`src/rtl/ser_pkg.sv`:
```
package ser_pkg;

    typedef enum logic [2:0] {
        LN_IDLE  = 3'd0,
        LN_START = 3'd1,
        LN_DATA  = 3'd2,
        LN_PAR   = 3'd3,
        LN_STOP  = 3'd4
    } line_st_e;

    // word offsets, taken from byte address bits [3:2]
    localparam logic [1:0] WRD_RXQ  = 2'd0;
    localparam logic [1:0] WRD_TXQ  = 2'd1;
    localparam logic [1:0] WRD_STAT = 2'd2;
    localparam logic [1:0] WRD_CTRL = 2'd3;

    // control bit positions
    localparam int CB_TX_FLUSH = 0;
    localparam int CB_RX_FLUSH = 1;
    localparam int CB_IEN      = 4;

    // ticks per bit
    localparam int OVS = 16;

endpackage

```
`src/rtl/ser_fifo.sv`:
```
module ser_fifo #(
    parameter int WIDTH = 8,
    parameter int DEPTH = 16
) (
    input  logic             clk,
    input  logic             rst_n,
    input  logic             clr,
    input  logic             push,
    input  logic [WIDTH-1:0] din,
    input  logic             pop,
    output logic [WIDTH-1:0] dout,
    output logic             empty,
    output logic             full
);
    localparam int PTR_W = (DEPTH > 1) ? $clog2(DEPTH) : 1;
    localparam int CNT_W = $clog2(DEPTH + 1);

    typedef struct packed {
        logic [DEPTH-1:0][WIDTH-1:0] mem;
        logic [PTR_W-1:0]            wr;
        logic [PTR_W-1:0]            rd;
        logic [CNT_W-1:0]            cnt;
    } fq_t;

    fq_t  s_q, s_d;
    logic do_push, do_pop;

    always_comb begin
        s_d     = s_q;
        do_push = push && (s_q.cnt != CNT_W'(DEPTH));
        do_pop  = pop && (s_q.cnt != '0);
        if (clr) begin
            s_d.wr  = '0;
            s_d.rd  = '0;
            s_d.cnt = '0;
        end else begin
            if (do_push) begin
                s_d.mem[s_q.wr] = din;
                s_d.wr = (s_q.wr == PTR_W'(DEPTH - 1)) ? '0 : s_q.wr + 1'b1;
            end
            if (do_pop) begin
                s_d.rd = (s_q.rd == PTR_W'(DEPTH - 1)) ? '0 : s_q.rd + 1'b1;
            end
            case ({do_push, do_pop})
                2'b10:   s_d.cnt = s_q.cnt + 1'b1;
                2'b01:   s_d.cnt = s_q.cnt - 1'b1;
                default: s_d.cnt = s_q.cnt;
            endcase
        end
    end

    always_ff @(posedge clk or negedge rst_n) begin
        if (!rst_n) s_q <= '0;
        else        s_q <= s_d;
    end

    assign dout  = s_q.mem[s_q.rd];
    assign empty = (s_q.cnt == '0);
    assign full  = (s_q.cnt == CNT_W'(DEPTH));

    AST_CNT_BOUND: assert property (@(posedge clk) disable iff (!rst_n)
        s_q.cnt <= CNT_W'(DEPTH));
    AST_CLR_EMPTIES: assert property (@(posedge clk) disable iff (!rst_n)
        clr |=> empty);

endmodule

```
`src/rtl/ser_tx.sv`:
```
module ser_tx
    import ser_pkg::*;
#(
    parameter int DATA_BITS = 8,
    parameter bit PAR_EN    = 1'b1,
    parameter bit PAR_ODD   = 1'b0
) (
    input  logic                 clk,
    input  logic                 rst_n,
    input  logic                 tick,
    input  logic                 have,
    input  logic [DATA_BITS-1:0] data,
    output logic                 take,
    output logic                 txd
);
    localparam int IW = (DATA_BITS > 1) ? $clog2(DATA_BITS) : 1;

    typedef struct packed {
        line_st_e             st;
        logic [3:0]           sub;
        logic [IW-1:0]        idx;
        logic [DATA_BITS-1:0] sh;
        logic                 par;
        logic                 txd;
    } tx_t;

    localparam tx_t TX_RST = '{st: LN_IDLE, sub: 4'd0, idx: '0, sh: '0,
                               par: 1'b0, txd: 1'b1};

    tx_t s_q, s_d;
    logic bit_end;

    always_comb begin
        s_d     = s_q;
        take    = 1'b0;
        bit_end = tick && (s_q.sub == 4'(OVS - 1));
        if (tick && s_q.st != LN_IDLE) s_d.sub = s_q.sub + 1'b1;
        case (s_q.st)
            LN_IDLE: begin
                s_d.txd = 1'b1;
                if (have) begin
                    take    = 1'b1;
                    s_d.st  = LN_START;
                    s_d.sub = '0;
                    s_d.sh  = data;
                    s_d.par = (^data) ^ PAR_ODD;
                    s_d.txd = 1'b0;
                end
            end
            LN_START: if (bit_end) begin
                s_d.st  = LN_DATA;
                s_d.idx = '0;
                s_d.txd = s_q.sh[0];
            end
            LN_DATA: if (bit_end) begin
                if (s_q.idx == IW'(DATA_BITS - 1)) begin
                    if (PAR_EN) begin
                        s_d.st  = LN_PAR;
                        s_d.txd = s_q.par;
                    end else begin
                        s_d.st  = LN_STOP;
                        s_d.txd = 1'b1;
                    end
                end else begin
                    s_d.idx = s_q.idx + 1'b1;
                    s_d.sh  = s_q.sh >> 1;
                    s_d.txd = s_q.sh[1];
                end
            end
            LN_PAR: if (bit_end) begin
                s_d.st  = LN_STOP;
                s_d.txd = 1'b1;
            end
            LN_STOP: if (bit_end) begin
                s_d.st  = LN_IDLE;
                s_d.txd = 1'b1;
            end
            default: s_d = TX_RST;
        endcase
    end

    always_ff @(posedge clk or negedge rst_n) begin
        if (!rst_n) s_q <= TX_RST;
        else        s_q <= s_d;
    end

    assign txd = s_q.txd;

    AST_TX_STOP_HIGH: assert property (@(posedge clk) disable iff (!rst_n)
        (s_q.st == LN_STOP) |-> txd);

endmodule

```
`src/rtl/ser_rx.sv`:
```
module ser_rx
    import ser_pkg::*;
#(
    parameter int DATA_BITS = 8,
    parameter bit PAR_EN    = 1'b1,
    parameter bit PAR_ODD   = 1'b0
) (
    input  logic                 clk,
    input  logic                 rst_n,
    input  logic                 tick,
    input  logic                 rxd,
    output logic                 valid,
    output logic [DATA_BITS-1:0] data,
    output logic                 ferr,
    output logic                 perr
);
    localparam int IW = (DATA_BITS > 1) ? $clog2(DATA_BITS) : 1;

    typedef struct packed {
        line_st_e             st;
        logic [3:0]           sub;
        logic [IW-1:0]        idx;
        logic [DATA_BITS-1:0] sh;
        logic                 par;
        logic                 vld;
        logic                 fe;
        logic                 pe;
    } rx_t;

    localparam rx_t RX_RST = '{st: LN_IDLE, sub: 4'd0, idx: '0, sh: '0,
                               par: 1'b0, vld: 1'b0, fe: 1'b0, pe: 1'b0};

    rx_t  s_q, s_d;
    logic mid_bit;

    always_comb begin
        s_d     = s_q;
        s_d.vld = 1'b0;
        s_d.fe  = 1'b0;
        s_d.pe  = 1'b0;
        mid_bit = tick && (s_q.sub == 4'(OVS - 1));
        if (tick && s_q.st != LN_IDLE) s_d.sub = s_q.sub + 1'b1;
        case (s_q.st)
            LN_IDLE: if (tick && !rxd) begin
                s_d.st  = LN_START;
                s_d.sub = '0;
            end
            LN_START: if (tick && s_q.sub == 4'(OVS / 2 - 1)) begin
                if (!rxd) begin
                    s_d.st  = LN_DATA;
                    s_d.sub = '0;
                    s_d.idx = '0;
                    s_d.par = PAR_ODD;
                end else begin
                    s_d.st = LN_IDLE;
                end
            end
            LN_DATA: if (mid_bit) begin
                s_d.sh  = {rxd, s_q.sh[DATA_BITS-1:1]};
                s_d.par = s_q.par ^ rxd;
                if (s_q.idx == IW'(DATA_BITS - 1)) s_d.st = PAR_EN ? LN_PAR : LN_STOP;
                else                               s_d.idx = s_q.idx + 1'b1;
            end
            LN_PAR: if (mid_bit) begin
                s_d.par = s_q.par ^ rxd;
                s_d.st  = LN_STOP;
            end
            LN_STOP: if (mid_bit) begin
                s_d.vld = 1'b1;
                s_d.fe  = !rxd;
                s_d.pe  = PAR_EN && s_q.par;
                s_d.st  = LN_IDLE;
            end
            default: s_d = RX_RST;
        endcase
    end

    always_ff @(posedge clk or negedge rst_n) begin
        if (!rst_n) s_q <= RX_RST;
        else        s_q <= s_d;
    end

    assign valid = s_q.vld;
    assign data  = s_q.sh;
    assign ferr  = s_q.fe;
    assign perr  = s_q.pe;

    AST_RX_ONE_SHOT: assert property (@(posedge clk) disable iff (!rst_n)
        valid |=> !valid);

endmodule

```
`src/rtl/ser_port.sv`:
```
module ser_port
    import ser_pkg::*;
#(
    parameter int TICK_DIV   = 54,
    parameter int DATA_BITS  = 8,
    parameter bit PAR_EN     = 1'b1,
    parameter bit PAR_ODD    = 1'b0,
    parameter int FIFO_DEPTH = 16
) (
    input  logic        clk,
    input  logic        rst_n,
    input  logic [3:0]  bus_addr,
    input  logic        bus_we,
    input  logic        bus_re,
    input  logic [31:0] bus_wdata,
    output logic [31:0] bus_rdata,
    output logic        irq,
    output logic        txd,
    input  logic        rxd
);
    localparam int TDW = (TICK_DIV > 1) ? $clog2(TICK_DIV) : 1;

    typedef struct packed {
        logic [TDW-1:0] tdiv;
        logic           rx_s1;
        logic           rx_s2;
        logic           ie;
        logic           ovr;
        logic           fe;
        logic           pe;
        logic           irq;
        logic           rxne_p;
        logic           txem_p;
    } top_t;

    localparam top_t TOP_RST = '{tdiv: '0, rx_s1: 1'b1, rx_s2: 1'b1, ie: 1'b0,
                                 ovr: 1'b0, fe: 1'b0, pe: 1'b0, irq: 1'b0,
                                 rxne_p: 1'b0, txem_p: 1'b1};

    top_t s_q, s_d;

    logic                 tick;
    logic                 aligned;
    logic                 hit_rx, hit_tx, hit_st, hit_ct;
    logic                 rx_push, rx_pop, rx_clr, rx_empty, rx_full;
    logic                 tx_push, tx_pop, tx_clr, tx_empty, tx_full;
    logic [DATA_BITS-1:0] rx_dout, tx_dout, rx_byte;
    logic                 rx_vld, rx_fe, rx_pe;
    logic [7:0]           stat;
    logic                 unused_hi;

    assign unused_hi = ^bus_wdata[31:DATA_BITS];

    always_comb begin
        s_d     = s_q;
        tick    = (s_q.tdiv == TDW'(TICK_DIV - 1));
        s_d.tdiv = tick ? '0 : s_q.tdiv + 1'b1;
        s_d.rx_s1 = rxd;
        s_d.rx_s2 = s_q.rx_s1;

        aligned = (bus_addr[1:0] == 2'b00);
        hit_rx  = bus_re && aligned && (bus_addr[3:2] == WRD_RXQ);
        hit_tx  = bus_we && aligned && (bus_addr[3:2] == WRD_TXQ);
        hit_st  = bus_re && aligned && (bus_addr[3:2] == WRD_STAT);
        hit_ct  = bus_we && aligned && (bus_addr[3:2] == WRD_CTRL);

        rx_pop  = hit_rx;
        tx_push = hit_tx;
        tx_clr  = hit_ct && bus_wdata[CB_TX_FLUSH];
        rx_clr  = hit_ct && bus_wdata[CB_RX_FLUSH];
        rx_push = rx_vld && !rx_full;

        s_d.ovr = (rx_vld && rx_full) || (s_q.ovr && !hit_st);
        s_d.fe  = (rx_vld && rx_fe)   || (s_q.fe  && !hit_st);
        s_d.pe  = (rx_vld && rx_pe)   || (s_q.pe  && !hit_st);
        if (hit_ct) s_d.ie = bus_wdata[CB_IEN];

        s_d.rxne_p = !rx_empty;
        s_d.txem_p = tx_empty;
        s_d.irq    = s_q.ie && ((!rx_empty && !s_q.rxne_p) ||
                                (tx_empty && !s_q.txem_p));

        stat = {s_q.pe, s_q.fe, s_q.ovr, s_q.ie,
                tx_full, tx_empty, rx_full, !rx_empty};
        rx_byte = rx_empty ? '0 : rx_dout;
        bus_rdata = '0;
        if (aligned) begin
            case (bus_addr[3:2])
                WRD_RXQ:  bus_rdata = 32'(rx_byte);
                WRD_STAT: bus_rdata = {24'd0, stat};
                default:  bus_rdata = '0;
            endcase
        end
    end

    always_ff @(posedge clk or negedge rst_n) begin
        if (!rst_n) s_q <= TOP_RST;
        else        s_q <= s_d;
    end

    assign irq = s_q.irq;

    ser_fifo #(.WIDTH(DATA_BITS), .DEPTH(FIFO_DEPTH)) u_rxq (
        .clk(clk), .rst_n(rst_n), .clr(rx_clr), .push(rx_push), .din(rx_dout_in),
        .pop(rx_pop), .dout(rx_dout), .empty(rx_empty), .full(rx_full));

    logic [DATA_BITS-1:0] rx_dout_in;
    ser_rx #(.DATA_BITS(DATA_BITS), .PAR_EN(PAR_EN), .PAR_ODD(PAR_ODD)) u_rx (
        .clk(clk), .rst_n(rst_n), .tick(tick), .rxd(s_q.rx_s2),
        .valid(rx_vld), .data(rx_dout_in), .ferr(rx_fe), .perr(rx_pe));

    ser_fifo #(.WIDTH(DATA_BITS), .DEPTH(FIFO_DEPTH)) u_txq (
        .clk(clk), .rst_n(rst_n), .clr(tx_clr), .push(tx_push),
        .din(bus_wdata[DATA_BITS-1:0]), .pop(tx_pop), .dout(tx_dout),
        .empty(tx_empty), .full(tx_full));

    ser_tx #(.DATA_BITS(DATA_BITS), .PAR_EN(PAR_EN), .PAR_ODD(PAR_ODD)) u_tx (
        .clk(clk), .rst_n(rst_n), .tick(tick), .have(!tx_empty), .data(tx_dout),
        .take(tx_pop), .txd(txd));

    AST_IRQ_NEEDS_EN: assert property (@(posedge clk) disable iff (!rst_n)
        irq |-> $past(s_q.ie));
    AST_OVR_ONLY_FULL: assert property (@(posedge clk) disable iff (!rst_n)
        $rose(s_q.ovr) |-> $past(rx_full));
    AST_NO_DUAL_STROBE: assert property (@(posedge clk) disable iff (!rst_n)
        !(bus_we && bus_re));

endmodule

```
`config.mk`:
```
export PLATFORM = sky130hd
export DESIGN_NAME = ser_port
export DESIGN_NICKNAME = d
export VERILOG_FILES = /design/src/rtl/ser_pkg.sv /design/src/rtl/ser_fifo.sv /design/src/rtl/ser_tx.sv /design/src/rtl/ser_rx.sv /design/src/rtl/ser_port.sv
export SDC_FILE = /design/constraint.sdc
export NUM_CORES = 1
export LEC_CHECK = 0
export CORE_MARGIN = 3
export CORE_UTILIZATION = 50
export CTS_CLUSTER_SIZE = 12
export DETAILED_ROUTE_END_ITERATION = 10
export GPL_TIMING_DRIVEN = 0
export PLACE_DENSITY = 0.74
export SYNTH_ARGS = -nofsm -noshare
export SYNTH_HDL_FRONTEND = slang
export SYNTH_SLANG_ARGS = --single-unit
export TNS_END_PERCENT = 30
```
`constraint.sdc`:
```
create_clock -name clk -period 4.22 [get_ports clk]
set_input_delay 0.844 -clock clk [delete_from_list [all_inputs] [get_ports clk]]
set_output_delay 0.844 -clock clk [all_outputs]
set_load 0.005 [all_outputs]
```
==> out/qor.csv, run 1 <==
metric,value,unit
xor-xnor portion of the synthesized cell area,1.994,%
setup TNS,0,ps
wire length of the first global-routing pass,59.91,mm
final worst slack,143.3,ps
mapped cell area,0.01669,sq mm
Final setup violation count,0,
Final #Nets,1423,
GRT Util Overall,21.11,%
CTS buffer count,38,
most frequent CP cell,buf_6,
Yosys warnings,0,
Final ANT Viol Nets,0,
drc violations,0,
post-synthesis cell type count,66,
Peak Freq,0.2453,GHz
WL met3,1.576,mm
most frequent cells in the layout,"dfrtp_1 (335), mux2_2 (259), nand2_1 (72), nor2_1 (61), clkbuf_1 (59)",
placed cell areas,0.01767,sq mm
async set or reset register ratio after synthesis,100.0,%
initial drt markers,718,
Vias,10580,
Worst EP arrival,3230,ps
"Slew Viols, Final",0,
vias in the first global route,10930,
largest net degree at the start of global routing,109,
Filler Cell Count,2628,
CTS hold repair buffers,0,
Worst Path Max Fanout,10,
die area,0.03560,sq mm
grt ovf,0,
CTS H-tree depth,2,
Top Layer Used,met4,
register area share after synthesis,50.87,%
die extent in x,188.7,um
wl on met1,16.34,mm
Layout area overhead,13.71,%
status,finished clean,
adder-cell share of the synthesized area,1.650,%
root buf cell,clkbuf_16,
Hold Crit Class,in2async,
GPL Wtd Cong,0.8687,
PortBufs,26,
drt wl/cell,20.34,um
simple-gate share of the synthesized area,7.258,%
worst vdd ir,0.3851,mV
hold slack,274.6,ps
num rows,66,
met2 wire length,18.51,mm
worst-skew pair later-pin latency,530,ps
CP endpoint kind,output port,
worst path required time,3380,ps
Initial DRT Pass Iterations,5,
Clock Path Buffers,3,
"slowest stage cell, crit path",mux4_2,
finished layout cell area,0.01897,sq mm
mux contribution to synthesized area,28.72,%
Synth Area in Compound Gates,5.841,%
Core ar.,0.03270,sq mm
die extent in y,188.7,um
Final Skew,21.37,ps
Avg Vias per Cell,5.784,
layout cell share with drive strength beyond 1,32.64,%
Post-synth top flop,dfrtp_1,
Mapped Cells,1268,
Starting Density,51.03,%
CTS tree,built,
leak pwr,9.059,nW
Sink Count,339,
Seq cells post-synth,339,
DP HPWL,25.34,mm
pwr dens,433.2,mW/mm^2
Setup WS pre-CTS,148.4,ps
"commonest non-fill, non-tap cell in the layout",dfrtp_1,
worst slew pin tran,757.0,ps
slowest cell delay on critical path,500,ps
Mean Syn Cell Area,13.16,sq um
Final min period,4077,ps
fin crit share,96.60,%
Post-synth EDFFs,0,
unrepaired setup endpoints after global routing,false,
max-capacitance violation count,0,
I/O pin cnt,75,
Setup crit start kind,flip-flop,
critical path class,reg2out,
clock slew at reported path FFs,60,ps
Final Core Density,58.02,%
Post-Route WL,37.22,mm
number of diodes,0,
largest family of logic cells by synthesized area,multiplexers,
initial antenna violation count,0,
final hold vios,0,
Worst slew margin,49.11,%
"critical path, cell by cell",buf_6 > buf_6 > buf_6 > mux4_2 > mux2i_1 > a21oi_1 > a22oi_1 > nor2_1 > clkdlybuf4s50_1,
critical path: cells and delay by family, from the launching register on:
| family | cells | cell delay (ps) |
|---|---|---|
| AND/OR/NAND/NOR | 1 | 70 |
| multiplexers | 2 | 810 |
| AO/OA/AOI/OAI | 2 | 360 |
| buffers and inverters | 4 | 1080 |
| flip-flops | 1 | 370 |
cells by family after synthesis:
group	after synthesis
AOI/OAI and AO/OA	143
xor gates and xnor gates	38
adders and majority gates	22
buffers and inverters	117
DFF	339
muxes	364
other	1
and+or+nand+nor	244
path summary, 6_finish.rpt:
path                         startpoint             end  slack, ps  cells after the start
hold reg to reg                  s_d[7]          s_q[7]        360                      0
setup reg to reg           u_txq.s_q[1]    u_txq.s_q[4]       1260                     10
hold / removal                    rst_n  u_txq.s_q[124]        270                      1
min in group clk                 s_d[7]          s_q[7]        360                      0
setup / recovery           u_rxq.s_q[5]    bus_rdata[4]        140                      9
max in group asynchronous         rst_n   u_rxq.s_q[90]       2640                      3
repair_timing:
| item | in CTS | in global routing |
|---|---|---|
| resized for setup | 11 | 6 |
| buffers inserted | 0 | 0 |
| endpoints found under the setup margin | 8 | 5 |
per-layer routing:
metal	vias up	GRT usage, %
met2	249	35.58
met1	5490	29.04
met3	61	2.660
met5	-	0
met4	0	6.073
li1	4784	-
final cells by class:
cell class / count / area [sq um] / area share [%]
Inverter: 18 / 67.56 / 0.3561
Buffer: 99 / 574.3 / 3.027
Clock buffer: 64 / 1210 / 6.377
Clock inverter: 4 / 46.29 / 0.2440
Sequential cell: 339 / 8488 / 44.73
Tap cell: 442 / 553.0 / 2.915
Multi-Input combinational cell: 835 / 7687 / 40.51
Timing Repair Buffer: 29 / 347.8 / 1.833
registers in the layout, summed over array words and instances (netlist names):
register / flops
s_q: 13
u_rx.valid: 1
u_rx.perr: 1
u_rx.ferr: 1
u_rx.data: 8
irq: 1
u_rx.s_q: 11
u_tx.txd: 1
u_rxq.s_q: 141
u_tx.s_q: 19
u_txq.s_q: 141
s_d: 1
where the power goes:
| group | total [W] | internal (W) | switching [W] |
|---|---|---|---|
| logic | 0.00140 | 0.000639 | 0.000758 |
| clock network | 0.00327 | 0.00195 | 0.00131 |
| registers | 0.00356 | 0.00343 | 0.000129 |
per-stage QoR:
step	total power, W	instances
floorplan	0.004589	1291
global placement	0.004956	1759
detailed placement	0.004996	1762
CTS	0.008272	1830
global route	0.008551	1830
finish	0.008219	1830
synthesized netlist by cell type (6+ instances only):
library cell	count	area share, %
a211oi_1	8	0.36
a21oi_1	32	0.96
a22o_1	9	0.47
a22oi_1	10	0.45
a31oi_1	6	0.22
and2_1	8	0.30
and3_1	10	0.37
buf_2	11	0.33
buf_4	26	1.2
clkbuf_1	53	1.2
dfrtp_1	335	50
ha_1	22	1.6
inv_1	17	0.38
mux2_2	259	17
mux2i_1	43	2.6
mux4_1	13	2.0
mux4_2	49	6.6
nand2_1	72	1.6
nand2_2	13	0.49
nand3_1	24	0.72
nand4_1	7	0.26
nor2_1	61	1.4
nor2b_1	15	0.56
nor3_1	9	0.27
o21ai_0	37	1.1
xnor2_1	20	1.0
xor2_1	18	0.94
(Power assumes the default switching activity.)
==> run 2, diff against run 1 <==
- ABC_AREA: not set -> 1
- CTS_CLUSTER_DIAMETER: not set -> 30
==> run 2 against run 1 <==
Net effect: non-clock buffer count rose by 30; combinational power rose to 3.3 times the previous value; worst setup slack got worse by 37 ps; sequential power rose by 7.0%; sequential share of layout area fell by 4.0 points; via count rose by 49%; critical path type unchanged.
==> out/qor.csv, run 2 <==
metric,value,unit,change
"critical path, cell by cell",buf_2 > clkbuf_1 > nor2_1 > o32ai_1 > nand2_1 > nand3_1 > nand2_1 > a21oi_1 > clkdlybuf4s50_1,,was buf_6 > buf_6 > buf_6 > mux4_2 > mux2i_1 > a21oi_1 > a22oi_1 > nor2_1 > clkdlybuf4s50_1
worst vdd ir,0.3800,mV,was 0.3851 mV
GPL Wtd Cong,0.9945,,was 0.8687
async set or reset register ratio after synthesis,100.0,%,unchanged
root buf cell,clkbuf_16,,unchanged
Commonest cells post-synth,"nand2_1 (628), o21ai_0 (342), dfrtp_1 (335), inv_1 (203), nand3_1 (162)",,"was dfrtp_1 (335), mux2_2 (259), nand2_1 (72), nor2_1 (61), clkbuf_1 (53)"
Peak Freq,0.2431,GHz,was 0.2453 GHz
worst-skew pair later-pin latency,600,ps,was 530 ps
Final setup violation count,0,,unchanged
drc violations,0,,unchanged
Worst Path Buf+Inv,3,,was 4
unrepaired setup endpoints after global routing,false,,unchanged
Final min period,4113,ps,was 4077 ps
worst slew pin tran,856.0,ps,was 757.0 ps
Mean Syn Cell Area,7.979,sq um,was 13.16 sq um
Starting Density,51.15,%,was 51.03%
cts repair resizes,0,,was 11
Clock Path Buffers,3,,unchanged
post-synthesis cell type count,58,,was 66
"top cells by area, synth","dfrtp_1 (48%), nand2_1 (14%), o21ai_0 (9.9%)",,"was dfrtp_1 (50%), mux2_2 (17%), mux4_2 (6.6%)"
final hold vios,0,,unchanged
I/O pin cnt,75,,unchanged
most frequent cells in the layout,"nand2_1 (628), o21ai_0 (342), dfrtp_1 (335), inv_1 (203), nand3_1 (162)",,"was dfrtp_1 (335), mux2_2 (259), nand2_1 (72), nor2_1 (61), clkbuf_1 (59)"
fin crit share,97.47,%,was 96.60%
Seq cells post-synth,339,,unchanged
biggest area consumer among synthesized cells,dfrtp_1,,unchanged
pwr dens,682.6,mW/mm^2,was 433.2 mW/mm^2
num rows,67,,was 66
post-route insts no fill,2802,,"was 1,830"
grt ovf,0,,unchanged
Yosys warnings,0,,unchanged
initial drt markers,1368,,was 718
"Setup Fix Bufs, Post-CTS",0,,unchanged
most frequent CP cell,nand2_1,,was buf_6
mapped cell area,0.01732,sq mm,was 0.01669 sq mm
setup TNS,0,ps,unchanged
Final Skew,25.94,ps,was 21.37 ps
Largest regs,"u_rxq.s_q (141), u_txq.s_q (141), u_tx.s_q (19)",,unchanged
R2R Path Start,u_txq.s_q[3],,was u_txq.s_q[1]
clock slew at reported path FFs,40,ps,was 60 ps
Final ANT Viol Nets,0,,unchanged
Setup crit start kind,flip-flop,,unchanged
CP endpoint kind,output port,,unchanged
status,finished clean,,unchanged
slowest cell delay on critical path,530,ps,was 500 ps
Worst EP arrival,3270,ps,was 3230 ps
die area,0.03692,sq mm,was 0.03560 sq mm
Hold Crit Class,in2async,,unchanged
vias in the first global route,15200,,"was 10,930"
Reg2Reg Capture Point,u_txq.s_q[4],,unchanged
die extent in y,192.1,um,was 188.7 um
drt wl/cell,18.08,um,was 20.34 um
"commonest non-fill, non-tap cell in the layout",nand2_1,,was dfrtp_1
DP HPWL,35.26,mm,was 25.34 mm
Initial DRT Pass Iterations,6,,was 5
CTS H-tree depth,3,,was 2
"Slew Viols, Final",0,,unchanged
layout cell share with drive strength beyond 1,11.81,%,was 32.64%
Sink Count,339,,unchanged
flop2flop setup slack,1710,ps,was 1260 ps
Layout area overhead,20.37,%,was 13.71%
reg2reg path depth,11,,was 10
CTS hold repair buffers,0,,unchanged
largest net degree at the start of global routing,122,,was 109
CTS buffer count,72,,was 38
Core ar.,0.03387,sq mm,was 0.03270 sq mm
Avg Vias per Cell,5.643,,was 5.784
Post-synth EDFFs,0,,unchanged
max-capacitance violation count,0,,unchanged
die extent in x,192.1,um,was 188.7 um
worst path required time,3380,ps,about the same
most common cell in the netlist,nand2_1,,was dfrtp_1
GRT Util Overall,27.70,%,was 21.11%
"slowest stage cell, crit path",clkdlybuf4s50_1,,was mux4_2
number of diodes,0,,unchanged
Worst slew margin,42.94,%,was 49.11%
Post-synth top flop,dfrtp_1,,unchanged
Vias,15810,,"was 10,580"
Final #Nets,2359,,"was 1,423"
Post-Route WL,50.67,mm,was 37.22 mm
PortBufs,26,,unchanged
Mapped Cells,2171,,"was 1,268"
Filler Cell Count,2854,,"was 2,628"
Yosys top cell area share,48.39,%,was 50.24%
Worst Path Max Fanout,10,,unchanged
initial antenna violation count,0,,unchanged
critical path class,reg2out,,unchanged
Placed Cells,2670,,"was 1,762"
register area share after synthesis,49.00,%,was 50.87%
CTS tree,built,,unchanged
leak pwr,9.951,nW,was 9.059 nW
Top Family by Delay on Critical Path,buffers and inverters,,unchanged
wire length of the first global-routing pass,80.36,mm,was 59.91 mm
-- run 2: report_power, final --
| group | switching, W | internal (W) | total, W |
|---|---|---|---|
| clock network | 0.00201 | 0.00386 | 0.00588 |
| registers | 0.000218 | 0.00359 | 0.00381 |
| logic | 0.00312 | 0.00143 | 0.00455 |
| total | 0.00535 | 0.00888 | 0.0142 |
-- run 2: kinds of logic (layout without fill, tap and decap cells) --
family / count (synthesis) / in the layout / synth area share, %
buf+inv: 346 / 506 / 8.992
fa+ha+maj: 22 / 22 / 1.589
compound gates: 445 / 445 / 13.95
xor+xnor: 9 / 9 / 0.4551
flops: 339 / 339 / 49.00
other cells: 1 / 24 / 0.02165
mux: 17 / 17 / 1.033
simple gates: 992 / 992 / 24.96
-- run 2: per-stage QoR --
stage          area, sq um  hold slack (ps)  power [W]  setup WS, ps  utilization (%)
2_1_floorplan        17410            345.2   0.006873          1713                -
3_3_place_gp         18230            348.5   0.008176        -12240            53.83
3_5_place_dp         18290            348.1   0.008248         381.9            54.00
4_1_cts              20850            335.4    0.01416         1.271            61.55
5_1_grt              20850            342.6    0.01495         11.58            61.57
6_report             20850            276.4    0.01423         106.8            61.57
-- run 2: metal layers --
layer	vias to the layer above	share of wire, %	track usage (%)
li1	7325	-	-
met1	7687	43	37.24
met3	139	7.7	5.457
met2	661	46	44.13
met5	-	0	0
met4	0	3.5	11.24
-- run 2: worst reg2reg max path: stages (launching register included) --
cell and delay (ps):
dfrtp_1 400, nor2_1 160, nand4_1 180, nand2_1 180
clkinv_1 340, nand2_2 280, inv_1 80, ha_1 320
a21oi_1 220, nand3b_1 100, nand3_1 90, nand2_1 50
-- run 2: how the worst max path moves through the flow --
stage / startpoint / end / slack (ps) / cells after the start
after floorplan: bus_addr[3] / bus_rdata[3] / 1710 / 5
after global placement: rst_n / u_txq.s_q[72] / -12240 / 1
after detailed placement: bus_addr[3] / bus_rdata[3] / 380 / 7
after CTS: u_rxq.s_q[5] / bus_rdata[3] / 1 / 10
after global routing: u_rxq.s_q[5] / bus_rdata[3] / 10 / 9
final: u_rxq.s_q[5] / bus_rdata[3] / 110 / 9
-- run 2: layout make-up --
type / count / area [sq um] / area share, %
Clock buffer: 80 / 1892 / 9.073
Timing Repair Buffer: 28 / 320.3 / 1.536
Multi-Input combinational cell: 1509 / 7363 / 35.31
Tap cell: 448 / 560.5 / 2.688
Clock inverter: 52 / 663.1 / 3.180
Sequential cell: 339 / 8488 / 40.71
Buffer: 130 / 752.0 / 3.606
Inverter: 216 / 812.0 / 3.894
==> run 3, diff against run 2 <==
- PLACE_DENSITY: 0.74 -> 0.76
- clock period: 4.22 -> 3.3 ns (I/O delays scaled with it)
==> run 3 against run 2 <==
Net effect: routed wire length rose by 4.6%; highest routed layer unchanged; first-iteration DRC count rose by 36%; the flow now finishes with violations (DRC, setup timing); critical path depth did not move; hold slack got worse by 220 ps; core utilization rose by 1.4 points; combinational power rose by 37%; worst setup slack got worse by 200 ps; via count rose by 1.7%; count of clock-buffer cells in the layout rose by 27; largest cell class unchanged.
==> out/qor.csv, run 3 (synthesized netlist as in run 2, its figures left out) <==
metric,value,unit,change
CTS buffer count,79,,was 72
Multi-input gate area,0.007480,sq mm,was 0.007363 sq mm
GPL Wtd Cong,0.9397,,was 0.9945
CTS hold repair buffers,0,,unchanged
num rows,67,,unchanged
Filler Cell Count,2730,,"was 2,854"
Clock Path Buffers,3,,unchanged
failing checks,"DRC, setup timing",,
Sink Count,339,,unchanged
met2 GRT Util,44.91,%,was 44.13%
pwr dens,898.6,mW/mm^2,was 682.6 mW/mm^2
leak pwr,10.24,nW,was 9.951 nW
initial antenna violation count,0,,unchanged
Initial DRT Pass Iterations,9,,was 6
worst slew pin tran,860.2,ps,was 856.0 ps
"critical path, cell by cell",buf_6 > buf_8 > o21ai_0 > o221ai_1 > nand3_2 > nand3_2 > nand2_1 > a21oi_1 > clkdlybuf4s50_1,,was buf_2 > clkbuf_1 > nor2_1 > o32ai_1 > nand2_1 > nand3_1 > nand2_1 > a21oi_1 > clkdlybuf4s50_1
most frequent cells in the layout,"nand2_1 (628), o21ai_0 (341), dfrtp_1 (333), inv_1 (202), nand3_1 (159)",,"was nand2_1 (628), o21ai_0 (342), dfrtp_1 (335), inv_1 (203), nand3_1 (162)"
Peak Freq,0.2943,GHz,
CTS tree,built,,unchanged
Worst slew margin,42.66,%,was 42.94%
drc violations,1,,was 0
max-capacitance violation count,0,,unchanged
fin crit share,103.0,%,
Avg Vias per Cell,5.713,,was 5.643
Most Crowded Layer GR,met2,,unchanged
initial drt markers,1866,,"was 1,368"
die extent in x,192.1,um,unchanged
"Slew Viols, Final",0,,unchanged
unrepaired setup endpoints after global routing,true,,was false
Setup crit start kind,flip-flop,,unchanged
Reg2Reg Capture Point,u_txq.s_q[4],,unchanged
grt ovf,0,,unchanged
final hold vios,0,,unchanged
Final Core Density,62.95,%,was 61.57%
die extent in y,192.1,um,unchanged
Vias,16090,,"was 15,810"
reg2reg path depth,15,,was 11
vias in the first global route,15830,,"was 15,200"
layout cell share with drive strength beyond 1,13.26,%,was 11.81%
largest net degree at the start of global routing,127,,was 122
Final Skew,25.88,ps,was 25.94 ps
Core ar.,0.03387,sq mm,unchanged
status,finished with violations,,was finished clean
Layout area overhead,23.07,%,was 20.37%
worst-skew pair later-pin latency,590,ps,was 600 ps
Worst Path Max Fanout,10,,unchanged
DP HPWL,35.13,mm,was 35.26 mm
number of diodes,0,,unchanged
Starting Density,51.15,%,unchanged
"commonest non-fill, non-tap cell in the layout",nand2_1,,unchanged
flop2flop setup slack,810,ps,was 1710 ps
Final ANT Viol Nets,0,,unchanged
wire length of the first global-routing pass,84.59,mm,was 80.36 mm
most frequent CP cell,nand3_2,,was nand2_1
final worst slack,-97.79,ps,was 106.8 ps
clock slew at reported path FFs,40,ps,about the same
PortBufs,26,,unchanged
Post-Route WL,53.02,mm,was 50.67 mm
Final min period,3398,ps,
worst vdd ir,0.5728,mV,was 0.3800 mV
Final #Nets,2371,,"was 2,359"
FF/Latch Area,0.008491,sq mm,was 0.008488 sq mm
met1 Usage GRT,40.50,%,was 37.24%
slowest cell delay on critical path,530,ps,about the same
drt wl/cell,18.83,um,was 18.08 um
R2R Path Start,u_txq.s_q[3],,unchanged
CTS H-tree depth,3,,unchanged
worst path required time,2640,ps,was 3380 ps
setup TNS,-169.2,ps,was 0 ps
Hold Crit Class,in2async,,unchanged
Final setup violation count,2,,was 0
Largest regs,"u_rxq.s_q (141), u_txq.s_q (141), u_tx.s_q (19)",,unchanged
root buf cell,clkbuf_16,,unchanged
critical path class,reg2out,,unchanged
I/O pin cnt,75,,unchanged
Worst EP arrival,2740,ps,was 3270 ps
GRT Util Overall,29.34,%,was 27.70%
GR Layer Usage met3,7.082,%,was 5.457%
die area,0.03692,sq mm,unchanged
CP endpoint kind,output port,,unchanged
"slowest stage cell, crit path",clkdlybuf4s50_1,,unchanged
## run 3: cell count changes in the layout (fill, tap and decap cells not counted), moves of 4 or more
cell / previous run / this run
buf_4: 35 / 45
buf_2: 28 / 22
a21oi_1: 25 / 21
clkbuf_16: 72 / 83
a21oi_2: 0 / 4
clkbuf_8: 6 / 13
clkbuf_4: 0 / 4
inv_6: 9 / 5
inv_16: 4 / 0
clkinv_4: 6 / 2
clkdlybuf4s50_1: 25 / 19
o32ai_1: 19 / 9
o32ai_2: 0 / 10
## run 3: power breakdown
part / switching [W] / total [W] / internal (W)
sequential: 0.000285 / 0.00489 / 0.00460
combinational: 0.00418 / 0.00623 / 0.00204
clock: 0.00240 / 0.00804 / 0.00564
## run 3: what timing repair did
item                                    4_1_cts  5_1_grt
setup buffers                                 5        0
endpoints found under the setup margin        8        7
endpoints found under the hold margin         0        0
resized for setup                            58       16
pin swaps                                     5        5
## run 3: worst max-delay path by stage
| stage | startpoint | to | slack [ps] | cells past startpoint |
|---|---|---|---|---|
| after CTS | u_rxq.s_q[5] | bus_rdata[7] | -120 | 10 |
| after global routing | u_rxq.s_q[5] | bus_rdata[7] | -190 | 11 |
| after floorplan | bus_addr[0] | u_rxq.s_q[4] | 1080 | 17 |
| after global placement | rst_n | u_txq.s_q[59] | -12900 | 1 |
| after detailed placement | bus_addr[3] | bus_rdata[3] | -180 | 7 |
| final | u_rxq.s_q[5] | bus_rdata[5] | -100 | 9 |
## run 3: critical path, delay by kind of cell, from the launching register on
family	cells	cell delay, ps
compound gates	3	520
simple gates	3	360
buf+inv	3	860
flops	1	410
## run 3: stage by stage
step | hold WS, ps | power [W] | instance area, sq um | std cells | setup slack [ps]
2_1_floorplan | 345.2 | 0.008789 | 17410 | 2194 | 1078
3_3_place_gp | 346.9 | 0.01045 | 18230 | 2668 | -12900
3_5_place_dp | 349.0 | 0.01056 | 18290 | 2670 | -177.8
4_1_cts | 148.8 | 0.01898 | 21270 | 2816 | -122.4
5_1_grt | 166.9 | 0.02008 | 21320 | 2816 | -190.1
6_report | 58.64 | 0.01916 | 21320 | 2816 | -97.79
## run 3: layer usage
metal  vias to the layer above  share of wire (%)
li1                       7345                  -
met1                      7735                 42
met2                       855                 45
met3                       153                9.7
met4                         0                3.0
met5                         -                  0
## run 3: area by class of cell
type | count | share of cell area (%)
Sequential cell | 339 | 39.83
Multi-Input combinational cell | 1509 | 35.08
Tap cell | 448 | 2.629
Inverter | 216 | 3.809
Clock inverter | 34 | 2.271
Timing Repair Buffer | 33 | 1.696
Clock buffer | 107 | 10.68
Buffer | 130 | 4.003
